### config.mk
export PLATFORM = sky130hd
export DESIGN_NAME = fxld_unit
export DESIGN_NICKNAME = d
export VERILOG_FILES = /design/src/rtl/fxld_pkg.sv /design/src/rtl/fxld_agen.sv /design/src/rtl/fxld_fmt.sv /design/src/rtl/fxld_unit.sv
export SDC_FILE = /design/constraint.sdc
export NUM_CORES = 1
export LEC_CHECK = 0
export BUFFER_PORTS_ARGS = -buffer_cell sky130_fd_sc_hd__buf_2
export CORE_UTILIZATION = 35
export CTS_CLUSTER_SIZE = 20
export DETAILED_ROUTE_END_ITERATION = 6
export GPL_TIMING_DRIVEN = 0
export SYNTH_ARGS = -nofsm -noshare
export SYNTH_HDL_FRONTEND = slang
export SYNTH_SLANG_ARGS = --single-unit
### constraint.sdc
create_clock -name clk -period 6.3 [get_ports clk]
set_clock_uncertainty 0.05 [all_clocks]
set_input_delay 0.945 -clock clk [delete_from_list [all_inputs] [get_ports clk]]
set_output_delay 0.945 -clock clk [all_outputs]
set_load 0.005 [all_outputs]
### src/rtl/fxld_pkg.sv
package fxld_pkg;

   typedef enum logic [1:0] {
      SZ_BYTE = 2'd0,
      SZ_HALF = 2'd1,
      SZ_WORD = 2'd2,
      SZ_DBL  = 2'd3
   } fx_size_e;

   typedef enum logic [1:0] {
      AM_DISP   = 2'd0,
      AM_DSCALE = 2'd1,
      AM_INDEX  = 2'd2,
      AM_INDEX2 = 2'd3
   } fx_amode_e;

   typedef enum logic [1:0] {
      ST_IDLE  = 2'd0,
      ST_ISSUE = 2'd1,
      ST_WAIT  = 2'd2,
      ST_DONE  = 2'd3
   } fx_state_e;

endpackage

### src/rtl/fxld_agen.sv
module fxld_agen #(
   parameter int XLEN     = 64,
   parameter int RIDX_W   = 5,
   parameter int IMM_W    = 16,
   parameter int DS_W     = 14,
   parameter int DS_SHIFT = 2
) (
   input  logic [1:0]        mode,
   input  logic [RIDX_W-1:0] ra,
   input  logic [XLEN-1:0]   base,
   input  logic [XLEN-1:0]   index,
   input  logic [IMM_W-1:0]  imm,
   output logic [XLEN-1:0]   ea
);
   import fxld_pkg::*;

   localparam int D_EXT  = XLEN - IMM_W;
   localparam int DS_EXT = XLEN - DS_W - DS_SHIFT;

   generate
      if (IMM_W > XLEN || DS_W > IMM_W || DS_W + DS_SHIFT > XLEN) begin : g_bad_cfg
         $error("fxld_agen: immediate widths do not fit the register width");
      end
   endgenerate

   logic [XLEN-1:0] base_term;
   logic [XLEN-1:0] disp_off;
   logic [XLEN-1:0] ds_off;
   logic [XLEN-1:0] offset;

   assign base_term = (ra == '0) ? '0 : base;
   assign disp_off  = {{D_EXT{imm[IMM_W-1]}}, imm};
   assign ds_off    = {{DS_EXT{imm[DS_W-1]}}, imm[DS_W-1:0], {DS_SHIFT{1'b0}}};

   always_comb begin
      case (fx_amode_e'(mode))
         AM_DISP:   offset = disp_off;
         AM_DSCALE: offset = ds_off;
         default:   offset = index;
      endcase
   end

   assign ea = base_term + offset;

endmodule

### src/rtl/fxld_fmt.sv
module fxld_fmt #(
   parameter int XLEN = 64
) (
   input  logic [1:0]      size,
   input  logic            sext,
   input  logic            brev,
   input  logic [XLEN-1:0] raw,
   output logic [XLEN-1:0] result
);
   import fxld_pkg::*;

   localparam int NB     = XLEN / 8;
   localparam int NSIZES = 4;

   generate
      if (XLEN < 64 || (XLEN % 8) != 0) begin : g_bad_cfg
         $error("fxld_fmt: XLEN must be a multiple of 8 and at least 64");
      end
   endgenerate

   logic [NSIZES-1:0][XLEN-1:0] nat_sz;
   logic [NSIZES-1:0][XLEN-1:0] sx_sz;
   logic [NSIZES-1:0][XLEN-1:0] rev_sz;

   generate
      for (genvar s = 0; s < NSIZES; s++) begin : g_size
         localparam int NBY = 1 << s;
         localparam int W   = 8 * NBY;
         assign nat_sz[s] = XLEN'(raw[W-1:0]);
         assign sx_sz[s]  = XLEN'($signed(raw[W-1:0]));
         for (genvar g = 0; g < NB; g++) begin : g_lane
            if (g < NBY) begin : g_in
               assign rev_sz[s][8*g +: 8] = raw[8*(NBY-1-g) +: 8];
            end else begin : g_out
               assign rev_sz[s][8*g +: 8] = 8'h00;
            end
         end
      end
   endgenerate

   logic ext_sign;
   assign ext_sign = sext && ((fx_size_e'(size) == SZ_HALF) || (fx_size_e'(size) == SZ_WORD));

   always_comb begin
      if (brev)          result = rev_sz[size];
      else if (ext_sign) result = sx_sz[size];
      else               result = nat_sz[size];
   end

endmodule

### src/rtl/fxld_unit.sv
module fxld_unit #(
   parameter int XLEN   = 64,
   parameter int RIDX_W = 5,
   parameter int IMM_W  = 16,
   parameter int DS_W   = 14
) (
   input  logic              clk,
   input  logic              rst_n,
   input  logic              req_valid,
   output logic              req_ready,
   input  logic [1:0]        req_size,
   input  logic              req_sext,
   input  logic              req_brev,
   input  logic              req_upd,
   input  logic [1:0]        req_mode,
   input  logic [RIDX_W-1:0] req_rt,
   input  logic [RIDX_W-1:0] req_ra,
   input  logic [XLEN-1:0]   req_base,
   input  logic [XLEN-1:0]   req_index,
   input  logic [IMM_W-1:0]  req_imm,
   output logic              mem_req_valid,
   output logic [XLEN-1:0]   mem_req_addr,
   output logic [1:0]        mem_req_size,
   input  logic              mem_rsp_valid,
   input  logic [XLEN-1:0]   mem_rsp_data,
   output logic              done,
   output logic              bad_form,
   output logic              rt_we,
   output logic [RIDX_W-1:0] rt_idx,
   output logic [XLEN-1:0]   rt_data,
   output logic              ra_we,
   output logic [RIDX_W-1:0] ra_idx,
   output logic [XLEN-1:0]   ra_data
);
   import fxld_pkg::*;

   fx_state_e         state_q;
   logic [1:0]        size_q;
   logic              sext_q;
   logic              brev_q;
   logic              upd_q;
   logic              bad_q;
   logic [RIDX_W-1:0] rt_q;
   logic [RIDX_W-1:0] ra_q;
   logic [XLEN-1:0]   ea_q;
   logic [XLEN-1:0]   res_q;

   logic [XLEN-1:0]   ea_new;
   logic [XLEN-1:0]   fmt_out;
   logic              take;
   logic              bad_new;

   fxld_agen #(
      .XLEN   (XLEN),
      .RIDX_W (RIDX_W),
      .IMM_W  (IMM_W),
      .DS_W   (DS_W),
      .DS_SHIFT(2)
   ) i_agen (
      .mode  (req_mode),
      .ra    (req_ra),
      .base  (req_base),
      .index (req_index),
      .imm   (req_imm),
      .ea    (ea_new)
   );

   fxld_fmt #(
      .XLEN (XLEN)
   ) i_fmt (
      .size   (size_q),
      .sext   (sext_q),
      .brev   (brev_q),
      .raw    (mem_rsp_data),
      .result (fmt_out)
   );

   assign req_ready = (state_q == ST_IDLE);
   assign take      = req_valid && req_ready;
   assign bad_new   = req_upd && ((req_ra == '0) || (req_ra == req_rt));

   always_ff @(posedge clk or negedge rst_n) begin
      if (!rst_n) begin
         state_q <= ST_IDLE;
         size_q  <= '0;
         sext_q  <= 1'b0;
         brev_q  <= 1'b0;
         upd_q   <= 1'b0;
         bad_q   <= 1'b0;
         rt_q    <= '0;
         ra_q    <= '0;
         ea_q    <= '0;
         res_q   <= '0;
      end else begin
         case (state_q)
            ST_IDLE: begin
               if (take) begin
                  size_q  <= req_size;
                  sext_q  <= req_sext;
                  brev_q  <= req_brev;
                  upd_q   <= req_upd;
                  bad_q   <= bad_new;
                  rt_q    <= req_rt;
                  ra_q    <= req_ra;
                  ea_q    <= ea_new;
                  res_q   <= '0;
                  state_q <= bad_new ? ST_DONE : ST_ISSUE;
               end
            end
            ST_ISSUE: state_q <= ST_WAIT;
            ST_WAIT: begin
               if (mem_rsp_valid) begin
                  res_q   <= fmt_out;
                  state_q <= ST_DONE;
               end
            end
            default: state_q <= ST_IDLE;
         endcase
      end
   end

   assign mem_req_valid = (state_q == ST_ISSUE);
   assign mem_req_addr  = ea_q;
   assign mem_req_size  = size_q;

   assign done     = (state_q == ST_DONE);
   assign bad_form = done && bad_q;
   assign rt_we    = done && !bad_q;
   assign rt_idx   = rt_q;
   assign rt_data  = res_q;
   assign ra_we    = done && !bad_q && upd_q;
   assign ra_idx   = ra_q;
   assign ra_data  = ea_q;

endmodule

==> results.ini <==
[status]
status = completed

[global_route]
grt_max_degree = 109
grt_usage = 0.270
grt_remaining_overflow = 0
grt_pass1_wl_mm = 74.7
antenna_found_initial = 1
grt_pass1_vias = 12800

[sta]
setup_viol = 0
fmax_mhz = 173
finalCritPeriodShare = 0.919
fin_setup_tns_ns = 0
hold_viol = 0
relSlewSlack = 0.120
tightest_slew_ns = 1.31
maxSlewViolCount = 0
rsz0062_at_grt = no
fin_crit_ns = 5.79

[run]
cap_violations = 0

[worst_setup_path]
cp.required_ns = 6.55
reg2reg_from = state_q[0]
start_kind = primary input
timing.rr.end = mem_req_addr[62]
path_class = in -> reg
reg2reg_depth = 8
crit_start = req_ra[1]
critPathCaptureType = flip-flop
reg2reg_slack_ns = 3.21
worst-path-max-fanout = 10
critPathArrivalTime_ns = 6.04

[floorplanning]
core_um2 = 34800
die_y_um = 191
initial_utilization = 0.358
die_width_um = 191
io_pins = 439
rows = 68
die_area_um2 = 36400

[synthesis]
ys_types = 72
synthCells = 1595
ys.flop_type = dfrtp_1
synthArstFlopShare = 1.00
avgSynthCellArea_um2 = 7.81
ys_seq_area_frac = 0.293
yosysTopAreaCell = dfrtp_1
yosysTopAreaCellShare = 0.293
syn_nets = 1892
syn-cell-area_um2 = 12500
synth_edf_count = 0
ys_seq_elements = 146
ys.warnings.count = 0
ys_top_cells_by_area = dfrtp_1, nand2_1, o21ai_0
synth_most_common_cell = nand2_1
ys_top_cells_by_count = nand2_1, o21ai_0, a21oi_1

[placement]
port_buffers = 436
gp_congestion = 0.967
dp_hpwl_mm = 40.9
numPlacedInstances = 2487

[detailed_routing]
ant_nets = 0
drt_iter0_markers = 837
wl_per_cell_um = 19.7
route.vias.total = 13600
finalWirelength_mm = 49.7
drc = 0
via_per_inst = 5.39
firstDrtPassIters = 5

[clock_tree]
post-cts-setup-buffers = 0
path_clk_slew_ns = 0.07
ctsResizeCount = 0
cts_inserted_buffers = 17
postCtsHoldBufs = 0
clock-sinks = 146
clk_path_buf_depth = 2
cts_tree = built
cts_root_buf = clkbuf_16
clock_latency_ns = 0.43
h-tree-depth = 4

[pwr]
power_frac_seq = 0.279
p_sw_mw = 2.69
power_frac_clock = 0.172
ir_drop_mv = 0.203
switching_share = 0.451
p_comb_frac = 0.550
power.internal_mw = 3.28
p_leak_nw = 8.11
pwr_density_cell_nw_per_um2 = 378

[min_path]
min_path_type = in -> async

[cells_and_area]
drive_above_1_share = 0.278
fin_cells = 2521
area_growth_pct = 27.0
nets = 2348

[cells in the final DEF (no fill, tap or decap), types with 31 or more instances in the layout]
cell,count
buf_2,442
nand2_1,256
o21ai_0,177
a21oi_1,171
dfrtp_1,146
clkbuf_1,96
inv_1,70
nor2b_1,68
ha_1,67
buf_4,64
mux2i_1,53
nor2_1,51
a21o_1,44
xnor2_1,40
a22o_1,31
[how the worst max path moves through the flow]
stage,end,slack [ns],cells past startpoint
2_1_floorplan,mem_req_addr[53],1.74,15
3_3_place_gp,mem_req_addr[56],0.06,16
3_5_place_dp,mem_req_addr[56],0.05,16
4_1_cts,mem_req_addr[56],0.48,16
5_1_grt,mem_req_addr[56],0.19,16
6_report,mem_req_addr[56],0.51,16
[layer usage]
layer	global-route usage	wire [µm]	vias up
li1	-	-	6460
met1	0.344	21000	6420
met2	0.462	23800	610
met3	0.0370	3350	93
met4	0.0991	1530	2
met5	0	13	-
[registers in the layout, summed over array words and instances (netlist names)]
name and cells:
mem_req_addr 64, rt_data 64, ra_idx 5, rt_idx 5, mem_req_size 2, state_q 2
bad_q 1, brev_q 1, sext_q 1, upd_q 1
[metrics by stage]
stage                     hold slack (ns)  worst slack, ns  total power [mW]  utilization  instance area [µm²]
after CTS                           0.324            0.484              6.01        0.455                15800
after detailed placement            0.404           0.0521              4.97        0.438                15200
final                               0.328            0.509              5.98        0.455                15800
after global routing                0.339            0.195              6.41        0.455                15800
after floorplan                     0.387             1.74              3.56            -                12500
after global placement              0.394           0.0639              4.94        0.437                15200
[power by group through the flow]
stage                     registers (mW)  logic (mW)  clock network [mW]
after floorplan                     1.60        1.96                   0
after global placement              1.68        3.26                   0
after detailed placement            1.69        3.28                   0
after CTS                           1.67        3.30                1.04
after global routing                1.71        3.61                1.08
final                               1.67        3.29                1.03
[worst max-delay path, stage by stage]
cell	delay [ns]
buf_2	0.12
or4_1	0.56
nor2_1	1.00
clkbuf_1	0.44
nor2b_1	0.10
ha_1	0.29
buf_2	0.17
a211o_1	0.27
a31o_2	0.26
nor3_1	0.25
nor3_1	0.15
o311ai_1	0.63
a2111oi_0	0.25
nor3_1	0.32
xor2_1	0.20
o21ai_0	0.09
[logic make-up after synthesis]
family / synth area share
AO/OA/AOI/OAI: 0.270
XOR/XNOR: 0.0429
adder cells (fa/ha/maj): 0.0689
buffers and inverters: 0.0935
flip-flops: 0.293
multiplexers: 0.0625
AND/OR/NAND/NOR: 0.169
[area by class of cell]
type / count / area (µm²)
diodes: 2 / 5.00
plain buffers: 174 / 902
clock buffers: 18 / 429
clock inverters: 14 / 144
fillers: 3584 / 19000
inverters: 70 / 263
multi-input cells: 1205 / 7640
flip-flops and latches: 146 / 3650
well taps: 455 / 569
repair buffers: 437 / 2220
(Power assumes the default switching activity.)
